$ cat src/rtl/smi_agg_pkg.sv
package smi_agg_pkg;
    localparam int REG_W  = 32;
    localparam int B_WDT  = 13;
    localparam int B_PER  = 14;
    localparam int B_SIRQ = 15;
    localparam int B_SMB  = 16;
    localparam int B_USBA = 17;
    localparam int B_USBB = 18;
    localparam int B_PCIE = 20;
    localparam int B_TRAP = 21;

    // positions that can be enabled, that clear on write-one, that need no enable
    localparam logic [REG_W-1:0] EN_MASK   = 32'h0037_E000;
    localparam logic [REG_W-1:0] W1C_MASK  = 32'h0001_6000;
    localparam logic [REG_W-1:0] FREE_MASK = 32'h0000_1700;

    typedef struct packed {
        logic [REG_W-1:0] sts;
        logic [REG_W-1:0] en;
    } agg_st_t;
endpackage

$ cat src/rtl/smi_smb_qual.sv
module smi_smb_qual (
    input  logic slv_msg,
    input  logic alert_act,
    input  logic smi_ena,
    input  logic alert_off,
    input  logic notify_msg,
    input  logic notify_ena,
    input  logic link_cmd,
    input  logic in_s0,
    output logic req
);
    logic alert_ok, notify_ok, link_ok;

    always_comb begin
        alert_ok  = alert_act & smi_ena & ~alert_off;
        notify_ok = notify_msg & notify_ena & smi_ena;
        link_ok   = link_cmd & in_s0;
        req       = slv_msg | alert_ok | notify_ok | link_ok;
    end
endmodule

$ cat src/rtl/smi_slow_sync.sv
module smi_slow_sync #(
    parameter int SYNC_STG = 2,
    parameter int HOLD_CYC = 12
) (
    input  logic clk,
    input  logic rst_n,
    input  logic req_async,
    output logic set_pls,
    output logic hold_act
);
    localparam int CNT_W = $clog2(HOLD_CYC + 1);

    typedef struct packed {
        logic [SYNC_STG-1:0] chain;
        logic                prev;
        logic [CNT_W-1:0]    cnt;
    } sync_st_t;

    sync_st_t sy_d, sy_q;

    always_comb begin
        sy_d          = sy_q;
        sy_d.chain[0] = req_async;
        for (int i = 1; i < SYNC_STG; i++) begin
            sy_d.chain[i] = sy_q.chain[i-1];
        end
        sy_d.prev = sy_q.chain[SYNC_STG-1];
        set_pls   = sy_q.chain[SYNC_STG-1] & ~sy_q.prev;
        hold_act  = (sy_q.cnt != '0);
        if (set_pls) begin
            sy_d.cnt = CNT_W'(HOLD_CYC);
        end else if (hold_act) begin
            sy_d.cnt = sy_q.cnt - CNT_W'(1);
        end
    end

    always_ff @(posedge clk or negedge rst_n) begin
        if (!rst_n) begin
            sy_q <= '0;
        end else begin
            sy_q <= sy_d;
        end
    end

    AST_PULSE_SINGLE: assert property (@(posedge clk) disable iff (!rst_n)
        set_pls |=> !set_pls);
    AST_HOLD_LOAD: assert property (@(posedge clk) disable iff (!rst_n)
        set_pls |=> hold_act);
endmodule

$ cat src/rtl/smi_grp_sum.sv
module smi_grp_sum #(
    parameter int W = 8
) (
    input  logic [W-1:0] sts,
    input  logic [W-1:0] en,
    output logic         hit
);
    logic [W-1:0] both;

    for (genvar g = 0; g < W; g++) begin : g_and
        assign both[g] = sts[g] & en[g];
    end

    assign hit = |both;
endmodule

$ cat src/rtl/smi_agg.sv
module smi_agg
    import smi_agg_pkg::*;
#(
    parameter int              ADDR_W   = 8,
    parameter logic [ADDR_W-1:0] STS_OFS = 8'h34,
    parameter logic [ADDR_W-1:0] EN_OFS  = 8'h30,
    parameter int              USB_A_W  = 8,
    parameter int              USB_B_W  = 6,
    parameter int              SYNC_STG = 2,
    parameter int              HOLD_CYC = 12
) (
    input  logic               clk,
    input  logic               rst_n,
    input  logic [ADDR_W-1:0]  bus_addr,
    input  logic               bus_wr,
    input  logic               bus_rd,
    input  logic [REG_W-1:0]   bus_wdata,
    output logic [REG_W-1:0]   bus_rdata,
    input  logic               wdt_evt,
    input  logic               per_tick,
    input  logic               sirq_req,
    input  logic               pcie_evt,
    input  logic               trap_hit,
    input  logic [3:0]         free_sum,
    input  logic [USB_A_W-1:0] usb_a_sts,
    input  logic [USB_A_W-1:0] usb_a_en,
    input  logic [USB_B_W-1:0] usb_b_sts,
    input  logic [USB_B_W-1:0] usb_b_en,
    input  logic               smb_slv_msg,
    input  logic               smb_alert_act,
    input  logic               smb_smi_ena,
    input  logic               smb_alert_off,
    input  logic               smb_notify_msg,
    input  logic               smb_notify_ena,
    input  logic               smb_link_cmd,
    input  logic               sys_in_s0,
    output logic               smi_n
);
    agg_st_t st_d, st_q;

    logic smb_req, smb_set, smb_hold;
    logic usb_a_hit, usb_b_hit;
    logic wr_sts, wr_en;
    logic enabled_hit, free_hit;

    smi_smb_qual u_qual (
        .slv_msg    (smb_slv_msg),
        .alert_act  (smb_alert_act),
        .smi_ena    (smb_smi_ena),
        .alert_off  (smb_alert_off),
        .notify_msg (smb_notify_msg),
        .notify_ena (smb_notify_ena),
        .link_cmd   (smb_link_cmd),
        .in_s0      (sys_in_s0),
        .req        (smb_req)
    );

    smi_slow_sync #(.SYNC_STG(SYNC_STG), .HOLD_CYC(HOLD_CYC)) u_sync (
        .clk       (clk),
        .rst_n     (rst_n),
        .req_async (smb_req),
        .set_pls   (smb_set),
        .hold_act  (smb_hold)
    );

    smi_grp_sum #(.W(USB_A_W)) u_sum_a (.sts(usb_a_sts), .en(usb_a_en), .hit(usb_a_hit));
    smi_grp_sum #(.W(USB_B_W)) u_sum_b (.sts(usb_b_sts), .en(usb_b_en), .hit(usb_b_hit));

    always_comb begin
        wr_sts = bus_wr && (bus_addr == STS_OFS);
        wr_en  = bus_wr && (bus_addr == EN_OFS);

        st_d.en = st_q.en;
        if (wr_en) begin
            st_d.en = bus_wdata & EN_MASK;
        end

        st_d.sts = '0;
        // sticky flags: a set event beats a same-cycle clear
        st_d.sts[B_WDT] = wdt_evt  | (st_q.sts[B_WDT] & ~(wr_sts & bus_wdata[B_WDT]));
        st_d.sts[B_PER] = per_tick | (st_q.sts[B_PER] & ~(wr_sts & bus_wdata[B_PER]));
        st_d.sts[B_SMB] = smb_set  |
                          (st_q.sts[B_SMB] & ~(wr_sts & bus_wdata[B_SMB] & ~smb_hold));
        // non-sticky views
        st_d.sts[B_SIRQ] = sirq_req;
        st_d.sts[B_USBA] = usb_a_hit;
        st_d.sts[B_USBB] = usb_b_hit;
        st_d.sts[B_PCIE] = pcie_evt;
        st_d.sts[B_TRAP] = trap_hit;
        // enable-free summaries
        st_d.sts[8]  = free_sum[0];
        st_d.sts[9]  = free_sum[1];
        st_d.sts[10] = free_sum[2];
        st_d.sts[12] = free_sum[3];
    end

    always_ff @(posedge clk or negedge rst_n) begin
        if (!rst_n) begin
            st_q <= '0;
        end else begin
            st_q <= st_d;
        end
    end

    always_comb begin
        enabled_hit = |(st_q.sts & st_q.en & EN_MASK);
        free_hit    = |(st_q.sts & FREE_MASK);
        smi_n       = ~(enabled_hit | free_hit);
        bus_rdata   = '0;
        if (bus_rd) begin
            if (bus_addr == STS_OFS) begin
                bus_rdata = st_q.sts;
            end else if (bus_addr == EN_OFS) begin
                bus_rdata = st_q.en;
            end
        end
    end

    AST_W1C_CLEAR: assert property (@(posedge clk) disable iff (!rst_n)
        (wr_sts && bus_wdata[B_PER] && !per_tick) |=> !st_q.sts[B_PER]);
    AST_SET_WINS: assert property (@(posedge clk) disable iff (!rst_n)
        wdt_evt |=> st_q.sts[B_WDT]);
    AST_SMB_HOLD: assert property (@(posedge clk) disable iff (!rst_n)
        (smb_hold && st_q.sts[B_SMB]) |=> st_q.sts[B_SMB]);
    AST_FREE_SMI: assert property (@(posedge clk) disable iff (!rst_n)
        (st_q.sts[8] || st_q.sts[12]) |-> !smi_n);
    AST_USB_NOEN: assert property (@(posedge clk) disable iff (!rst_n)
        (usb_a_en == '0) |=> !st_q.sts[B_USBA]);
    AST_PER_GATE: assert property (@(posedge clk) disable iff (!rst_n)
        (st_q.sts[B_PER] && st_q.en[B_PER]) |-> !smi_n);
    AST_RSV_ZERO: assert property (@(posedge clk) disable iff (!rst_n)
        bus_rd |-> ((bus_rdata & ~(EN_MASK | FREE_MASK)) == '0));
endmodule

$ cat config.mk
export PLATFORM = sky130hd
export DESIGN_NAME = smi_agg
export DESIGN_NICKNAME = d
export VERILOG_FILES = /design/src/rtl/smi_agg_pkg.sv /design/src/rtl/smi_smb_qual.sv /design/src/rtl/smi_slow_sync.sv /design/src/rtl/smi_grp_sum.sv /design/src/rtl/smi_agg.sv
export SDC_FILE = /design/constraint.sdc
export NUM_CORES = 1
export LEC_CHECK = 0
export ABC_AREA = 0
export CAP_MARGIN = 20
export CORE_MARGIN = 2
export CORE_UTILIZATION = 32
export CTS_CLUSTER_SIZE = 30
export DETAILED_ROUTE_END_ITERATION = 10
export PLACE_DENSITY = 0.8
export SLEW_MARGIN = 20
export SYNTH_ARGS = -nofsm -noshare
export SYNTH_HDL_FRONTEND = slang
export SYNTH_SLANG_ARGS = --single-unit
$ cat constraint.sdc
create_clock -name clk -period 2.2 [get_ports clk]
set_clock_uncertainty 0.1 [all_clocks]
set_input_delay 0.44 -clock clk [delete_from_list [all_inputs] [get_ports clk]]
set_output_delay 0.44 -clock clk [all_outputs]
set_load 0.005 [all_outputs]
# Yosys cells after proc, flatten, opt, wreduce, memory -nomap -nowiden
# Index checks and enable logic that the tools add are counted.
[totals]
output_inout_bits = 33
elab_cells = 63
ff_bits = 27
[op_classes]
n_reduce_logical = 8
eq_ne = 2
bitwise_logic = 42
muxes = 5
n_addsub = 1
[ops]
columns = ["operator", "n"]
rows = [
  ["2-to-1 mux 32 bit", 2],
  ["bitwise AND 1 bit", 27],
  ["bitwise AND 22 bit", 1],
  ["2-to-1 mux 22 bit", 1],
  ["equality test 8 x 6 -> 1 bit (second input constant)", 2],
  ["OR reduction 8 bit", 2],
  ["2-to-1 mux 4 bit", 2],
  ["NOT 1 bit", 7],
  ["OR 1 bit", 7],
  ["OR reduction 6 bit", 1],
  ["nonzero test 4 bit", 1],
  ["OR reduction 4 bit", 1],
  ["subtractor 4 x 1 -> 4 bit (second input constant)", 1],
  ["logical AND 1 bit", 2],
  ["nonzero test 2 bit", 1],
]

# Longest topological paths before layout
[depth]
word_depth = 7
mapped_depth = 5
depth_no_buf = 5

# Cells and area by module
# Synthesis repeated with hierarchy kept, for this count alone.
[hier_totals]
hier_cells = 133
area_unflattened_um2 = 1472.7
[modules_own_cells]
columns = ["module", "instances", "area_per_inst_um2", "cells_each"]
rows = [
  ["smi_agg", 1, 1081.0, 95],
  ["smi_slow_sync", 1, 305.3, 25],
  ["smi_grp_sum (u_sum_a)", 1, 36.3, 5],
  ["smi_grp_sum (u_sum_b)", 1, 27.5, 4],
  ["smi_smb_qual", 1, 22.5, 4],
]

# Least setup slack after synthesis
# Ideal clock, no wire load.
[synth_timing]
path_type = "input to output"
from = "input port bus_addr[2]"
to = "output port bus_rdata[14]"
setup_slack_ns = 0.478
n_path_buf = 2
arrival_ns = 1.182
path_stages = 4
cell_sequence = "clkbuf_8 -> clkbuf_1 -> mux2i_1 -> nor2_1"
[synth_between]
elab_chain_len = 4
word_cells_on_any_way = 5
[synth_lines]
columns = ["element", "line_no", "rtl"]
rows = [
  ["start, declared", "smi_agg.sv:14", "input logic [ADDR_W-1:0] bus_addr,"],
  ["equality test 8 x 6 -> 1 bit", "smi_agg.sv:113", "end else if (bus_addr == EN_OFS) begin"],
  ["2-to-1 mux 22 bit", "smi_agg.sv:113", ""],
  ["2-to-1 mux 32 bit (*)", "smi_agg.sv:111", "if (bus_addr == STS_OFS) begin"],
  ["2-to-1 mux 32 bit (*)", "smi_agg.sv:110", "if (bus_rd) begin"],
  ["end, declared", "smi_agg.sv:18", "output logic [REG_W-1:0] bus_rdata,"],
]
# Mark *: on every way between the ends. The rest lies on a longest branch, timed or not.

# Final worst setup path
[layout_timing]
from = "input port bus_addr[3]"
to = "output port bus_rdata[9]"
[layout_between]
elab_chain_len = 3
[layout_lines]
columns = ["element", "line_no"]
rows = [
  ["equality test 8 x 6 -> 1 bit", "smi_agg.sv:111"],
  ["2-to-1 mux 32 bit", "smi_agg.sv:111"],
  ["2-to-1 mux 32 bit", "smi_agg.sv:110"],
]
# Every way passes these cells.

==> impl_metrics.env <==
export IMPL_synthXorXnorAreaFrac=0.00598
export IMPL_path_clk_slew_ns=0.08
export IMPL_synth_fa_ha_area_frac=0.0171
export IMPL_antenna_found_initial=0
export IMPL_wl_mm=3.28
export IMPL_power_density_nw_per_um2=515
export IMPL_end_kind="primary output"
export IMPL_clock_fmax_mhz=451
export IMPL_first_iter_violations=22
export IMPL_grt_usage=0.129
export IMPL_drv_slew=0
export IMPL_max_cap_viol_count=0
export IMPL_drive_above_1_share=0.198
export IMPL_timing_final_hold_violations=0
export IMPL_drt_pre_antenna_iters=4
export IMPL_criticalPathCategory="input port to primary output"
export IMPL_dieArea_sq_um=5140
export IMPL_status="finished with violations"
export IMPL_synth_seq_cells=27
export IMPL_r2r_slack_ns=0.46
export IMPL_critical_path_startpoint="bus_addr[3]"
export IMPL_synth_top_area_cell="dfrtp_1"
export IMPL_layout_common_cells="58 x clkdlybuf4s50_1, 27 x dfrtp_1, 20 x conb_1"
export IMPL_synth_edf_count=0
export IMPL_max_stage_delay_ns=0.51
export IMPL_port_buffers=77
export IMPL_hp_class="flop to flop"
export IMPL_fin_ws_ns=-0.0165
export IMPL_synth_top_area_frac=0.461
export IMPL_max_vdd_ir_drop_mv=0.222
export IMPL_grt_pass1_wl_mm=5.21
export IMPL_cts_tree="done"
export IMPL_ys_async_sr_fraction=1.00
export IMPL_start_util=0.334
export IMPL_synthSimpleGateAreaFrac=0.165
export IMPL_die_height_um=71.7
export IMPL_rows=24
export IMPL_arrival_ns=1.68
export IMPL_regArea_sq_um=676
export IMPL_grt_setup_unrepaired="true"
export IMPL_crit_fanout=3
export IMPL_clk_latency_ns=0.27
export IMPL_synth_top_family_by_area="simple AND/OR/NAND/NOR gates"
export IMPL_grt_max_degree=28
export IMPL_routabilityCongestion=0.689
export IMPL_muxShareOfSynthArea=0.116
export IMPL_place_ws_ns=-0.409
export IMPL_vias=1273
export IMPL_setup_viol=1
export IMPL_die_w_um=71.7
export IMPL_dp_hpwl_mm=2.60
export IMPL_syn_cell_area_sq_um=1470
export IMPL_synth_compound_area_frac=0.108
export IMPL_layout_cells_non_filler=274
export IMPL_synth_seq_area_share=0.461
export IMPL_multi_input_area_sq_um=704
export IMPL_syn_inst=133
export IMPL_startpoint_type="input port"
export IMPL_failed_checks="negative setup slack"
export IMPL_r2r_end="st_q[48]"
export IMPL_yosysWarningCount=0
export IMPL_grt_pass1_vias=1249
export IMPL_ff2ff_path_depth=5
export IMPL_crit_path_end="bus_rdata[9]"
export IMPL_required_ns=1.66
export IMPL_syn_area_per_cell_sq_um=11.0
export IMPL_fillers=406
export IMPL_cp_slowest_cell="clkdlybuf4s50_1"
export IMPL_synth_top_flop_cell="dfrtp_1"
export IMPL_num_nets_final=314
export IMPL_syn_to_final_growth_pct=58.1
export IMPL_root_buffer="clkbuf_8"
export IMPL_core_area_sq_um=4380
export IMPL_antenna_left=0
export IMPL_dp_cells=267
export IMPL_r2r_start="u_sync.sy_q[0]"
export IMPL_synthTopCellsByArea="dfrtp_1 46%, buf_4 10%, mux2_2 6.1%"
export IMPL_layout_commonest_cell="clkdlybuf4s50_1"
export IMPL_yosysUniqueCellTypes=36
export IMPL_avgRoutedWirePerCell_um=12.0
export IMPL_fin_crit_sh=1.01
export IMPL_fin_setup_tns_ns=-0.0165
export IMPL_cts_hold_buf=0
export IMPL_whs_ns=0.256
export IMPL_final_util=0.528
export IMPL_period_needed_ns=2.22
export IMPL_viasPerCell=4.65
export IMPL_remaining_drc_errors=0
export IMPL_htreeDepth=1
export IMPL_cts_buffers=3
export IMPL_crit_chain="clkdlybuf4s50_1 -> and4b_1 -> buf_4 -> and3_1 -> clkdlybuf4s15_2"
export IMPL_ioPinCount=122
export IMPL_antennaDiodeCount=0
export IMPL_clock_sinks=27
export IMPL_clk_path_buf_depth=2
export IMPL_overflow=0
export IMPL_power_leakage_nw=1.08
layer usage:
layer,vias to the layer above,global-route usage,share of wire
met5,-,0,0
met4,0,0.0503,0.016
met3,5,0.0253,0.091
met2,66,0.224,0.48
met1,587,0.157,0.41
li1,615,-,-
registers in the layout, summed over array words and instances, names as in the netlist:
register,cells
u_sync.sy_q,5
u_sync.sy_d,2
st_q,20
critical path, delay by kind of cell:
kind | cells | cell delay, ns
and+or+nand+nor | 2 | 0.39
buffers and inverters | 3 | 0.85
how the worst min path moves through the flow:
| stage | from | endpoint | slack (ns) | cells after the start |
|---|---|---|---|---|
| after floorplan | rst_n | st_q[13] | 0.04 | 0 |
| after global placement | u_sync.sy_d[6] | u_sync.sy_d[4] | 0.23 | 0 |
| after detailed placement | u_sync.sy_d[6] | u_sync.sy_d[4] | 0.23 | 0 |
| after CTS | u_sync.sy_d[6] | u_sync.sy_d[4] | 0.25 | 0 |
| after global routing | u_sync.sy_d[6] | u_sync.sy_d[4] | 0.27 | 0 |
| final | u_sync.sy_d[6] | u_sync.sy_d[4] | 0.26 | 0 |
stage by stage:
| stage | area (sq um) | total power, W |
|---|---|---|
| finish | 2320 | 0.00119 |
| global route | 2320 | 0.00127 |
| CTS | 2330 | 0.00121 |
| detailed placement | 2280 | 0.000925 |
| global placement | 2280 | 0.000914 |
| floorplan | 1540 | 0.000780 |
Yosys cell counts, drive strengths merged, types with 2 or more instances:
master  number
and3         4
o31ai        3
nand2b       3
dfrtp       27
clkbuf       2
inv          4
ha           2
nor2        12
mux2i        8
mux2         8
buf         20
nand2        5
nand4b       2
nor3         2
nand3        2
a22oi       11
cell families (layout without fill, tap and decap cells):
kind of cell | after synthesis | count (layout)
simple gates | 40 | 40
flops | 27 | 27
buf+inv | 26 | 96
compound gates | 20 | 20
mux | 16 | 16
fa+ha+maj | 2 | 2
other cells | 1 | 20
xor+xnor | 1 | 1
area by class of cell:
type,instances,share of cell area
clock buffers,4,0.0194
inverters,4,0.00648
multi-input cells,99,0.304
flip-flops and latches,27,0.292
well taps,52,0.0281
repair buffers,88,0.350
power breakdown:
| group | leakage, nW | internal, W | switching (W) |
|---|---|---|---|
| combinational | 0.747 | 0.000197 | 0.000122 |
| sequential | 0.315 | 0.000553 | 0.0000431 |
| clock | 0.0228 | 0.000130 | 0.000146 |
timing repair:
action                     in CTS  in global routing
pin swaps                       5                  3
buffers inserted                3                  0
resized for setup              30                 23
gates cloned                    0                  0
setup endpoints to repair      13                 11
No activity file was read; power rests on OpenSTA's default activity.
